**src/rtl/tps_pkg.sv**
```systemverilog
// Package: shared types and constants of the thermal and power supervisor.
// Assumes: nothing beyond IEEE 1800-2017.
package tps_pkg;

    // Boot sequencer states, in the order they are visited.
    typedef enum logic [1:0] {
        BS_HOLD  = 2'd0,
        BS_INIT  = 2'd1,
        BS_WAIT  = 2'd2,
        BS_READY = 2'd3
    } boot_state_t;

    // I/O level encodings driven on io_mode_o.
    localparam logic IO_LVL_3V3_SE   = 1'b0;
    localparam logic IO_LVL_2V5_DIFF = 1'b1;

endpackage

```
**src/rtl/tps_alert_qual.sv**
```systemverilog
// Module: tps_alert_qual
// Synchronises one asynchronous sensor alert with two flops. It then counts
// the consecutive cycles that the synchronised level stays high, and reports
// the alert as qualified once the count reaches the programmed threshold.
// Assumes: qual_len_i is quasi-static; the counter saturates at all-ones.
module tps_alert_qual #(
    parameter int QUAL_W = 8
) (
    input  logic              clk,
    input  logic              rst_n,
    input  logic              alert_i,
    input  logic [QUAL_W-1:0] qual_len_i,
    output logic              sync_o,
    output logic              qual_o
);
    localparam logic [QUAL_W-1:0] CNT_MAX = {QUAL_W{1'b1}};

    logic              meta_q;
    logic              sync_q;
    logic [QUAL_W-1:0] run_q;

    // Two-flop synchroniser for the alert line.
    always_ff @(posedge clk) begin
        if (!rst_n) begin
            meta_q <= 1'b0;
            sync_q <= 1'b0;
        end else begin
            meta_q <= alert_i;
            sync_q <= meta_q;
        end
    end

    // Run-length counter of the synchronised level, saturating.
    always_ff @(posedge clk) begin
        if (!rst_n) begin
            run_q <= '0;
        end else if (!sync_q) begin
            run_q <= '0;
        end else if (run_q != CNT_MAX) begin
            run_q <= run_q + 1'b1;
        end
    end

    // Qualification: the level is still high and has persisted long enough.
    always_comb begin
        sync_o = sync_q;
        qual_o = sync_q && (run_q >= qual_len_i);
    end

endmodule

```
**src/rtl/tps_boot_seq.sv**
```systemverilog
// Module: tps_boot_seq
// After reset it sends one sensor-programming request. It then waits a fixed
// number of cycles for the sensors to accept their thresholds, and then
// declares boot done, which is what enables power-on.
// Assumes: BOOT_WAIT >= 1.
module tps_boot_seq
    import tps_pkg::*;
#(
    parameter int BOOT_WAIT = 16
) (
    input  logic clk,
    input  logic rst_n,
    output logic sensor_init_o,
    output logic boot_done_o
);
    localparam int WAIT_W = $clog2(BOOT_WAIT + 1);
    localparam logic [WAIT_W-1:0] WAIT_LAST = WAIT_W'(BOOT_WAIT - 1);

    boot_state_t       state_q;
    logic [WAIT_W-1:0] wait_q;

    // State register and wait counter of the boot sequence.
    always_ff @(posedge clk) begin
        if (!rst_n) begin
            state_q <= BS_HOLD;
            wait_q  <= '0;
        end else begin
            unique case (state_q)
                BS_HOLD: state_q <= BS_INIT;
                BS_INIT: begin
                    state_q <= BS_WAIT;
                    wait_q  <= '0;
                end
                BS_WAIT: begin
                    if (wait_q == WAIT_LAST) begin
                        state_q <= BS_READY;
                    end else begin
                        wait_q <= wait_q + 1'b1;
                    end
                end
                default: state_q <= BS_READY;
            endcase
        end
    end

    // Decoded outputs of the sequence.
    always_comb begin
        sensor_init_o = (state_q == BS_INIT);
        boot_done_o   = (state_q == BS_READY);
    end

endmodule

```
**src/rtl/tps_power_ctrl.sv**
```systemverilog
// Module: tps_power_ctrl
// Owns the fault latch, the post-alert settle timer, the main supply enable
// and the applied I/O level. A qualified alert drops power at once. Power
// returns only after boot is done, the fault is cleared, the settle delay
// has run out and the host asks for it.
// Assumes: qual_i is already synchronous to clk.
module tps_power_ctrl #(
    parameter int N_SENS        = 5,
    parameter int SETTLE_CYCLES = 32
) (
    input  logic              clk,
    input  logic              rst_n,
    input  logic [N_SENS-1:0] qual_i,
    input  logic              boot_done_i,
    input  logic              pwr_req_i,
    input  logic              fault_clr_i,
    input  logic              io_mode_req_i,
    output logic              main_pwr_en_o,
    output logic [N_SENS-1:0] fault_src_o,
    output logic              io_mode_o
);
    localparam int SET_W = $clog2(SETTLE_CYCLES + 1);
    localparam logic [SET_W-1:0] SET_LOAD = SET_W'(SETTLE_CYCLES);

    logic [N_SENS-1:0] src_q;
    logic [SET_W-1:0]  settle_q;
    logic              pwr_q;
    logic              io_q;
    logic              any_qual;
    logic              permit;

    // Summary of current qualified alerts and the power permission.
    always_comb begin
        any_qual = |qual_i;
        permit   = boot_done_i && !any_qual && (src_q == '0)
                   && (settle_q == '0) && pwr_req_i;
    end

    // Fault source latch: set wins over a coincident clear.
    always_ff @(posedge clk) begin
        if (!rst_n) begin
            src_q <= '0;
        end else if (fault_clr_i) begin
            src_q <= qual_i;
        end else begin
            src_q <= src_q | qual_i;
        end
    end

    // Settle timer: reloaded while any alert is qualified, then counts down.
    always_ff @(posedge clk) begin
        if (!rst_n) begin
            settle_q <= '0;
        end else if (any_qual) begin
            settle_q <= SET_LOAD;
        end else if (settle_q != '0) begin
            settle_q <= settle_q - 1'b1;
        end
    end

    // Main supply enable register.
    always_ff @(posedge clk) begin
        if (!rst_n) begin
            pwr_q <= 1'b0;
        end else begin
            pwr_q <= permit;
        end
    end

    // Applied I/O level: tracks the request only while power is off.
    always_ff @(posedge clk) begin
        if (!rst_n) begin
            io_q <= tps_pkg::IO_LVL_3V3_SE;
        end else if (!pwr_q) begin
            io_q <= io_mode_req_i;
        end
    end

    // Output drive.
    always_comb begin
        main_pwr_en_o = pwr_q;
        fault_src_o   = src_q;
        io_mode_o     = io_q;
    end

endmodule

```
**src/rtl/thermal_power_supervisor.sv**
```systemverilog
// Module: thermal_power_supervisor
// Top level: one alert qualifier per sensor, the boot sequencer and the
// power controller. It lives on the standby supply and gates the main supply.
// Assumes: a synchronous active-low reset on the standby clock.
module thermal_power_supervisor #(
    parameter int N_SENS        = 5,
    parameter int QUAL_W        = 8,
    parameter int SETTLE_CYCLES = 32,
    parameter int BOOT_WAIT     = 16
) (
    input  logic              clk,
    input  logic              rst_n,
    input  logic [N_SENS-1:0] alert_i,
    input  logic [QUAL_W-1:0] qual_len_i,
    input  logic              pwr_req_i,
    input  logic              fault_clr_i,
    input  logic              io_mode_req_i,
    output logic              sensor_init_o,
    output logic              boot_done_o,
    output logic              main_pwr_en_o,
    output logic              fault_o,
    output logic [N_SENS-1:0] fault_src_o,
    output logic              io_mode_o
);
    logic [N_SENS-1:0] sync_vec;
    logic [N_SENS-1:0] qual_vec;

    // One qualifier per sensor alert line.
    for (genvar s = 0; s < N_SENS; s++) begin : g_sens
        tps_alert_qual #(.QUAL_W(QUAL_W)) i_qual (
            .clk        (clk),
            .rst_n      (rst_n),
            .alert_i    (alert_i[s]),
            .qual_len_i (qual_len_i),
            .sync_o     (sync_vec[s]),
            .qual_o     (qual_vec[s])
        );
    end

    tps_boot_seq #(.BOOT_WAIT(BOOT_WAIT)) i_boot (
        .clk           (clk),
        .rst_n         (rst_n),
        .sensor_init_o (sensor_init_o),
        .boot_done_o   (boot_done_o)
    );

    tps_power_ctrl #(.N_SENS(N_SENS), .SETTLE_CYCLES(SETTLE_CYCLES)) i_pwr (
        .clk           (clk),
        .rst_n         (rst_n),
        .qual_i        (qual_vec),
        .boot_done_i   (boot_done_o),
        .pwr_req_i     (pwr_req_i),
        .fault_clr_i   (fault_clr_i),
        .io_mode_req_i (io_mode_req_i),
        .main_pwr_en_o (main_pwr_en_o),
        .fault_src_o   (fault_src_o),
        .io_mode_o     (io_mode_o)
    );

    // Host flag: any latched source.
    always_comb fault_o = |fault_src_o;

    // The synchronised levels are consumed only through qualification.
    logic unused_sync;
    always_comb unused_sync = ^sync_vec;

endmodule

```
**config.mk**
```make
export PLATFORM = sky130hd
export DESIGN_NAME = thermal_power_supervisor
export DESIGN_NICKNAME = d
export VERILOG_FILES = /design/src/rtl/tps_pkg.sv /design/src/rtl/tps_alert_qual.sv /design/src/rtl/tps_boot_seq.sv /design/src/rtl/tps_power_ctrl.sv /design/src/rtl/thermal_power_supervisor.sv
export SDC_FILE = /design/constraint.sdc
export NUM_CORES = 1
export LEC_CHECK = 0
export ABC_AREA = 1
export BUFFER_PORTS_ARGS = -buffer_cell sky130_fd_sc_hd__buf_4
export CORE_UTILIZATION = 60
export DETAILED_ROUTE_END_ITERATION = 16
export PLACE_DENSITY = 0.89
export SKIP_LAST_GASP = 1
export SYNTH_ARGS = -nofsm -noshare
export SYNTH_HDL_FRONTEND = slang
export SYNTH_SLANG_ARGS = --single-unit
```
**constraint.sdc**
```tcl
create_clock -name clk -period 2 [get_ports clk]
set_input_delay 0.4 -clock clk [delete_from_list [all_inputs] [get_ports clk]]
set_output_delay 0.4 -clock clk [all_outputs]
set_load 0.005 [all_outputs]
```
Word level (Yosys, flattened, before mapping)

Cells that the tools add are included.

Register bits after elaboration: 70
Bits in latches: 0
Memory bits (writable): 0
ROM bits: 0
Output and inout port bits: 10
Word-level logic and storage cells: 79
Memories kept: 0

Add/sub/neg operators: 7
Multipliers: 0
Divide/modulo/power cells: 0
Magnitude comparators: 5
Equal/unequal tests: 11
Shift operators: 0
Multiplexer cells: 7
Bitwise gates (word level): 2
Reductions and logical operators: 25

Operator list:

| operator                                                                | number |
|---|---|
| 8-bit by 1-bit adder with 8-bit output, second input constant           | 5 |
| 8-bit greater-or-equal comparator                                       | 5 |
| 8-bit inequality test, second input constant                            | 5 |
| 6-bit two-way mux                                                       | 2 |
| 2-bit AND reduction                                                     | 6 |
| 5-bit two-way mux                                                       | 2 |
| 5-bit case mux with 2 select lines                                      | 1 |
| 5-bit OR reduction                                                      | 2 |
| 1-bit logical AND                                                       | 9 |
| 6-bit logical NOT                                                       | 1 |
| 2-bit case mux with 3 select lines                                      | 1 |
| 6-bit nonzero test                                                      | 1 |
| 6-bit OR reduction                                                      | 1 |
| 6-bit by 1-bit subtractor with 6-bit output, second input constant      | 1 |
| 5-bit by 1-bit adder with 5-bit output, second input constant           | 1 |
| 5-bit by 4-bit equality test with 1-bit output, second input constant   | 1 |
| 5-bit logical NOT                                                       | 1 |
| 5-bit OR                                                                | 1 |
| 2-bit equality test, second input constant                              | 2 |
| 2-bit nonzero test                                                      | 2 |
| 2-bit by 1-bit equality test with 1-bit output, second input constant   | 1 |
| 2-bit logical NOT                                                       | 1 |
| 2-bit two-way mux                                                       | 1 |
| 2-bit by 1-bit inequality test with 1-bit output, second input constant | 1 |
| other kinds (3)                                                         | 3 |

Logic depth before layout (Yosys ltp)

Gate-level depths: netlist of the first run.

Depth in word-level cells: 8
Gate-level depth with buffers: 15

Hierarchy

Synthesis of the first run repeated with hierarchy kept, for this count alone.

Cell total of the unflattened synthesis: 621
Area total of the unflattened synthesis: 4436.8 µm²

By module, submodules not included:

| module                   | times used | cells an instance | area an instance (µm²) | sequential area each (µm²) |
|---|---|---|---|---|
| tps_alert_qual           | 5          | 100               | 704.4                  | 200.2 |
| tps_power_ctrl           | 1          | 71                | 558.0                  | 260.2 |
| tps_boot_seq             | 1          | 46                | 340.3                  | 140.1 |
| thermal_power_supervisor | 1          | 4                 | 16.3                   | 0.0 |

Worst setup path after synthesis of the first run

No wires, ideal clock.

Kind: input to register
From: input port qual_len_i[3]
To: register i_pwr.settle_q[5]
Setup time: 0.109 ns
Data arrival time: 1.495 ns
Setup slack: 0.396 ns
Stages: 14
Path buffers: 0
Cell sequence: inv_1 ha_1 nand2_1 nor2_1 nor2_1 nand2_1 nand2_1 nand2_1 nand2_1 nand2_1 nor2_1 nand3_1 nand2_1 inv_1

Cells in the longest elaborated chain, start to end: 4
Elaborated cells between the ends (all ways): 13
Classes of those cells: order compare: 5; mux: 1; reduce/logical: 7

Ends and longest elaborated chain:

| what                                                    | line                           | source |
|---|---|---|
| start: declaration                                      | thermal_power_supervisor.sv:14 | `input logic [QUAL_W-1:0] qual_len_i,` |
| 8-bit greater-or-equal comparator                       | tps_alert_qual.sv:47           | `qual_o = sync_q && (run_q >= qual_len_i);` |
| 1-bit logical AND                                       | tps_alert_qual.sv:47           |  |
| 5-bit OR reduction (*)                                  | tps_power_ctrl.sv:34           | `any_qual = \|qual_i;` |
| 6-bit two-way mux or 2-bit nonzero test (tied branches) | --                             |  |
| end signal: assignment                                  | tps_power_ctrl.sv:57           | `settle_q <= settle_q - 1'b1;` |
| end: declaration                                        | tps_power_ctrl.sv:26           | `logic [SET_W-1:0] settle_q;` |

Every way passes the cells marked *; elsewhere a longest branch is shown, timed or not.
A chain may end at the register's enable or synchronous reset.

Final worst setup path of the first run

From: register g_sens[4].i_qual.run_q[5]
To: register i_pwr.pwr_q (netlist: i_pwr.main_pwr_en_o)

Cells in the longest elaborated chain, start to end: 8

Ends and longest elaborated chain:

| what                              | line                 | source |
|---|---|---|
| start: declaration                | tps_alert_qual.sv:20 | `logic [QUAL_W-1:0] run_q;` |
| start signal: assignment          | tps_alert_qual.sv:40 | `run_q <= run_q + 1'b1;` |
| 8-bit greater-or-equal comparator | tps_alert_qual.sv:47 |  |
| 1-bit logical AND                 | tps_alert_qual.sv:47 |  |
| 5-bit OR reduction                | tps_power_ctrl.sv:34 |  |
| 1-bit logical NOT                 | tps_power_ctrl.sv:35 | `permit = boot_done_i && !any_qual && (src_q == '0)` |
| 1-bit logical AND (2 in a row)    | tps_power_ctrl.sv:35 |  |
| 1-bit logical AND (2 in a row)    | tps_power_ctrl.sv:36 | `&& (settle_q == '0) && pwr_req_i;` |
| end signal: assignment            | tps_power_ctrl.sv:66 | `pwr_q <= permit;` |
| end: declaration                  | tps_power_ctrl.sv:27 | `logic pwr_q;` |

No other way between the ends.

==> flow_metrics.env, run 1 <==
export IMPL_status="finished clean"
export IMPL_final_cell_mix="nand2_1, inv_1, dfxtp_1, nor2_1, ha_1"
export IMPL_grt_setup_unrepaired="no"
export IMPL_yosys_warnings=0
export IMPL_relSlewSlack_pct=75.5
export IMPL_crit_required_ps=2310
export IMPL_syn_area_um2=3930
export IMPL_hp_class="in2reg"
export IMPL_grt_pass1_vias=3358
export IMPL_ir_drop_uv=774
export IMPL_io_buffers=27
export IMPL_slowest_delay_ps=340
export IMPL_die_w_um=82.9
export IMPL_start_util_pct=61.8
export IMPL_final_max_slew_viol_count=0
export IMPL_dp_cells=637
export IMPL_dp_hpwl_um=6310
export IMPL_gp_congestion=0.805
export IMPL_crit_slowest_cell="dfxtp_1"
export IMPL_synthDistinctLibCells=35
export IMPL_timing_rr_start="g_sens[4].i_qual.run_q[5]"
export IMPL_area_growth_pct=13.7
export IMPL_final_cell_area_um2=4460
export IMPL_wl_per_cell_um=13.0
export IMPL_clock_latency_ps=370
export IMPL_ys_seq_area_share_pct=35.7
export IMPL_crit_path_start="g_sens[4].i_qual.run_q[5]"
export IMPL_die_height_um=82.9
export IMPL_period_share_pct=88.4
export IMPL_grt_max_degree=23
export IMPL_overflow=0
export IMPL_worst_slew_pin_slew_ps=364
export IMPL_ant_nets=0
export IMPL_synth_flop_cell="dfxtp_1"
export IMPL_netlist_instances=533
export IMPL_fillCellCount=455
export IMPL_skew_ps=5.87
export IMPL_synth_edff_count=0
export IMPL_core_area_um2=6350
export IMPL_ctsHoldBuffers=0
export IMPL_crit_type="reg2reg"
export IMPL_crit_path_start_kind="flip-flop"
export IMPL_dr_pass1_iters=4
export IMPL_drive_above_1_share_pct=11.6
export IMPL_cts_sinks=70
export IMPL_leakage_uw=0.00214
export IMPL_path_max_fanout=6
export IMPL_final_common_cell="nand2_1"
export IMPL_path_cells="ha_1 -> a21oi_1 -> o21a_1 -> nand2_1 -> nand2_1 -> nand2_1 -> nor2_2 -> nand3_2 -> nor2_1"
export IMPL_track_usage_pct=26.3
export IMPL_timing_final_hold_violations=0
export IMPL_setup_tns_ps=0
export IMPL_crit_arrival_ps=2080
export IMPL_drt_wl_total_um=8490
export IMPL_drc=0
export IMPL_rows=29
export IMPL_cts_root_buffer="clkbuf_8"
export IMPL_synthArstFlopShare_pct=0
export IMPL_via_per_inst=5.36
export IMPL_dieArea_um2=6870
export IMPL_ys_seq_elements=70
export IMPL_fin_cells=653
export IMPL_drtIter0Drc=169
export IMPL_placed_cell_area_um2=4230
export IMPL_post_route_min_period_ps=1770
export IMPL_vias=3497
export IMPL_cpMostUsedCell="nand2_1"
export IMPL_cts_max_path_buffers=2
export IMPL_syn_nets=599
export IMPL_max_freq_ghz=0.566
export IMPL_power_density_nw_per_um2=748
export IMPL_cts_htree_levels=3
export IMPL_cp_end_kind="flip-flop"
export IMPL_nets=637
export IMPL_clk_pin_slew_ps=80
export IMPL_cap_violations=0
export IMPL_cts_made_buffers=9
export IMPL_antennaDiodeCount=0
export IMPL_cts_tree="done"
export IMPL_antenna_found_initial=0
export IMPL_pin_count=28
export IMPL_min_from="alert_i[1]"
export IMPL_setup_viol_count_final=0
export IMPL_avgSynthCellArea_um2=7.37
export IMPL_grt_pass1_wl_um=14500
[where the power goes]
group          total, uW  switching [uW]  internal (uW)
clock               1330             612            721
sequential          1500            41.7           1460
combinational        508             300            208
total               3340             953           2390
[logic make-up (layout without fill, tap and decap cells)]
| kind of cell | Yosys count | count (layout) | share of synthesized area [%] |
|---|---|---|---|
| and+or+nand+nor | 222 | 222 | 25.2 |
| buffers and inverters | 101 | 144 | 9.72 |
| AOI/OAI and AO/OA | 83 | 83 | 12.0 |
| DFF | 70 | 70 | 35.7 |
| adders and majority gates | 48 | 48 | 15.3 |
| xor gates and xnor gates | 8 | 8 | 1.78 |
| muxes | 1 | 1 | 0.255 |
[worst paths after layout]
path,cells after the start,endpoint,slack [ps]
max,9,i_pwr.main_pwr_en_o,230
min,3,g_sens[1].i_qual.meta_q,210
max reg2reg,9,i_pwr.main_pwr_en_o,230
min reg2reg,2,g_sens[3].i_qual.sync_o,420
[cells in the mapped netlist, types with 5 or more instances]
| cell | count | share of area, % |
|---|---|---|
| a21oi_1 | 38 | 4.8 |
| nand3_1 | 20 | 2.5 |
| o21ai_0 | 20 | 2.5 |
| ha_1 | 48 | 15 |
| nor2_1 | 60 | 5.7 |
| a211oi_1 | 6 | 1.1 |
| nor3_1 | 16 | 2.0 |
| dfxtp_1 | 70 | 36 |
| a31oi_1 | 9 | 1.4 |
| xor2_1 | 5 | 1.1 |
| inv_1 | 96 | 9.2 |
| nand2_1 | 107 | 10 |
| o21a_1 | 5 | 0.96 |
[state kept, by name, indices dropped and copies added (netlist names)]
name and flops:
g_sens.i_qual.sync_o 5, i_pwr.settle_q 6, i_pwr.main_pwr_en_o 1, i_pwr.io_mode_o 1, g_sens.i_qual.run_q 40, i_boot.wait_q 5
i_pwr.fault_src_o 5, g_sens.i_qual.meta_q 5, i_boot.state_q 2
[what timing repair did]
| action | in CTS | in global routing |
|---|---|---|
| resized for setup | 0 | 1 |
| endpoints found under the setup margin | 0 | 5 |
| setup buffers | 0 | 0 |
[metal layers]
metal	part of all wire [%]	vias up	track usage [%]
met1	43	1614	29.5
met5	0	-	0
met2	50	61	46.4
li1	-	1797	-
met3	3.3	25	6.26
met4	3.4	0	13.2
[metrics by stage]
| step | util, % | power, uW | worst slack, ps | hold WS (ps) |
|---|---|---|---|---|
| finish | 70.3 | 3340 | 232 | 208 |
| global placement | 66.6 | 2010 | 55.6 | 395 |
| floorplan | - | 1910 | 396 | 390 |
| detailed placement | 66.6 | 2040 | 12.3 | 402 |
| global route | 70.3 | 3500 | 20.7 | 210 |
| CTS | 70.2 | 3360 | 249 | 202 |
[critical path, delay by kind of cell (launching register included)]
kind / cells / cell delay (ps)
simple gates: 6 / 690
flops: 1 / 340
compound gates: 2 / 330
fa+ha+maj: 1 / 320
[layout make-up]
type	count	area [um^2]	area share, %
clock inverters	7	105	2.35
inverters	99	373	8.35
multi-input cells	362	2150	48.1
flip-flops and latches	70	1400	31.4
well taps	77	96.3	2.16
clock buffers	9	124	2.78
repair buffers	29	218	4.88
No activity file was read; power rests on OpenSTA's default activity.
==> inputs of run 2 (changes only) <==
--- a/config.mk
+++ b/config.mk
@@ -7,9 +7,10 @@
 export LEC_CHECK = 0
 export ABC_AREA = 1
 export BUFFER_PORTS_ARGS = -buffer_cell sky130_fd_sc_hd__buf_4
-export CORE_UTILIZATION = 60
+export CORE_UTILIZATION = 63
+export CTS_BUF_LIST = sky130_fd_sc_hd__clkbuf_4
 export DETAILED_ROUTE_END_ITERATION = 16
-export PLACE_DENSITY = 0.89
+export PLACE_DENSITY = 0.93
 export SKIP_LAST_GASP = 1
 export SYNTH_ARGS = -nofsm -noshare
 export SYNTH_HDL_FRONTEND = slang
==> flow_metrics.env, run 2 (synthesis gave the netlist of run 1 again) <==
export IMPL_hold_end="g_sens[4].i_qual.meta_q"
export IMPL_die_w_um=80.9
export IMPL_crit_type="reg2reg"
export IMPL_hold_depth=3
export IMPL_grt_setup_unrepaired="no"
export IMPL_cpMostUsedCell="nand2_1"
export IMPL_fin_cells=651
export IMPL_path_cells="inv_1 -> ha_1 -> nand2_1 -> nor2_1 -> nor2_1 -> nand2_1 -> nand2_1 -> nand2_1 -> nand2_1 -> nand2_1 -> nor2_1 -> nand3_2 -> nor2_1"
export IMPL_regToRegSetupSlack_ps=250
export IMPL_cts_sinks=70
export IMPL_cts_root_buffer="clkbuf_4"
export IMPL_wl_per_cell_um=12.9
export IMPL_path_max_fanout=6
export IMPL_drt_wl_total_um=8390
export IMPL_power_density_nw_per_um2=655
export IMPL_cts_max_path_buffers=2
export IMPL_cts_made_buffers=9
export IMPL_pin_count=28
export IMPL_drtIter0Drc=136
export IMPL_ctsHoldBuffers=0
export IMPL_final_cell_mix="nand2_1, inv_1, dfxtp_1, nor2_1, ha_1"
export IMPL_worstRegToRegCells=13
export IMPL_drive_above_1_share_pct=11.3
export IMPL_final_cell_area_um2=4350
export IMPL_final_util_pct=73.0
export IMPL_timing_rr_start="g_sens[4].i_qual.run_q[0]"
export IMPL_core_area_um2=5960
export IMPL_area_growth_pct=10.8
export IMPL_period_share_pct=87.7
export IMPL_max_freq_ghz=0.570
export IMPL_largest_register_ffs=40
export IMPL_via_per_inst=5.45
export IMPL_grt_max_degree=23
export IMPL_pre_cts_ws_ps=5.84
export IMPL_antennaDiodeCount=0
export IMPL_placed_cell_area_um2=4230
export IMPL_vias=3549
export IMPL_cap_violations=0
export IMPL_io_buffers=27
export IMPL_rows=28
export IMPL_top_regs="g_sens.i_qual.run_q: 40 flops, i_pwr.settle_q: 6 flops"
export IMPL_final_common_cell="nand2_1"
export IMPL_antenna_found_initial=0
export IMPL_start_util_pct=65.9
export IMPL_final_max_slew_viol_count=0
export IMPL_grt_pass1_wl_um=14100
export IMPL_setup_tns_ps=0
export IMPL_dieArea_um2=6550
export IMPL_clock_latency_ps=440
export IMPL_crit_required_ps=2370
export IMPL_gp_congestion=0.853
export IMPL_cts_resized_gates=0
export IMPL_dp_hpwl_um=6600
export IMPL_crit_arrival_ps=2130
export IMPL_cts_tree="done"
export IMPL_cts_htree_levels=3
export IMPL_status="finished clean"
export IMPL_min_from="alert_i[4]"
export IMPL_skew_ps=19.3
export IMPL_dr_pass1_iters=5
export IMPL_worst_slew_pin_slew_ps=381
export IMPL_slowest_delay_ps=400
export IMPL_drc=0
export IMPL_leakage_uw=0.00209
export IMPL_top_register="g_sens.i_qual.run_q"
export IMPL_timing_final_ws_setup_ps=246
export IMPL_setup_viol_count_final=0
export IMPL_relSlewSlack_pct=74.3
export IMPL_crit_slowest_cell="dfxtp_1"
export IMPL_ant_nets=0
export IMPL_timing_final_hold_violations=0
export IMPL_rr_endpoint="i_pwr.settle_q[2]"
export IMPL_grt_pass1_vias=3381
export IMPL_clk_pin_slew_ps=130
export IMPL_cp_end_kind="flip-flop"
export IMPL_track_usage_pct=28.1
export IMPL_nets=637
export IMPL_crit_path_start_kind="flip-flop"
export IMPL_dp_cells=635
export IMPL_ir_drop_uv=502
export IMPL_hp_class="in2reg"
export IMPL_die_height_um=80.9
export IMPL_post_route_min_period_ps=1750
export IMPL_cts_setup_buffers=0
export IMPL_overflow=0
run 2: worst max-delay path by stage:
| stage | cells after the start | from | slack, ps | endpoint |
|---|---|---|---|---|
| finish | 13 | g_sens[4].i_qual.run_q[0] | 250 | i_pwr.settle_q[2] |
| global route | 13 | g_sens[1].i_qual.run_q[0] | 30 | i_pwr.settle_q[2] |
| CTS | 13 | g_sens[4].i_qual.run_q[0] | 260 | i_pwr.settle_q[2] |
| detailed placement | 11 | qual_len_i[7] | 6 | i_pwr.settle_q[2] |
| global placement | 14 | qual_len_i[1] | 120 | i_pwr.settle_q[2] |
| floorplan | 14 | qual_len_i[3] | 400 | i_pwr.settle_q[5] |
run 2: worst max-delay path, delay by kind of cell (launching register included):
family	cells	cell delay, ps
fa+ha+maj	1	270
buf+inv	1	90
flops	1	400
simple gates	11	930
run 2: per-layer routing:
layer	GRT usage, %	part of all wire (%)	vias to the layer above
met2	49.9	51	85
met1	31.2	42	1644
li1	-	-	1793
met3	7.19	4.1	27
met5	0	0	-
met4	13.4	2.7	0
run 2: layout make-up:
type | count | area (um^2)
Tap cell | 75 | 93.8
Inverter | 99 | 373
Multi-Input combinational cell | 362 | 2140
Fill cell | 436 | 1610
Sequential cell | 70 | 1400
Clock inverter | 6 | 45.0
Timing Repair Buffer | 29 | 218
Clock buffer | 10 | 75.1
run 2: metrics by stage:
stage	total power, uW	hold WS, ps
after floorplan	1910	390
after global placement	2010	396
after detailed placement	2050	410
after CTS	2860	129
after global routing	3010	131
final	2850	132
run 2: report_power, final:
group / switching (uW) / internal, uW / total, uW / leakage (uW)
logic: 307 / 208 / 515 / 0.00146
clock network: 555 / 278 / 833 / 0.0000615
registers: 44.0 / 1460 / 1500 / 0.000569
total: 906 / 1940 / 2850 / 0.00209
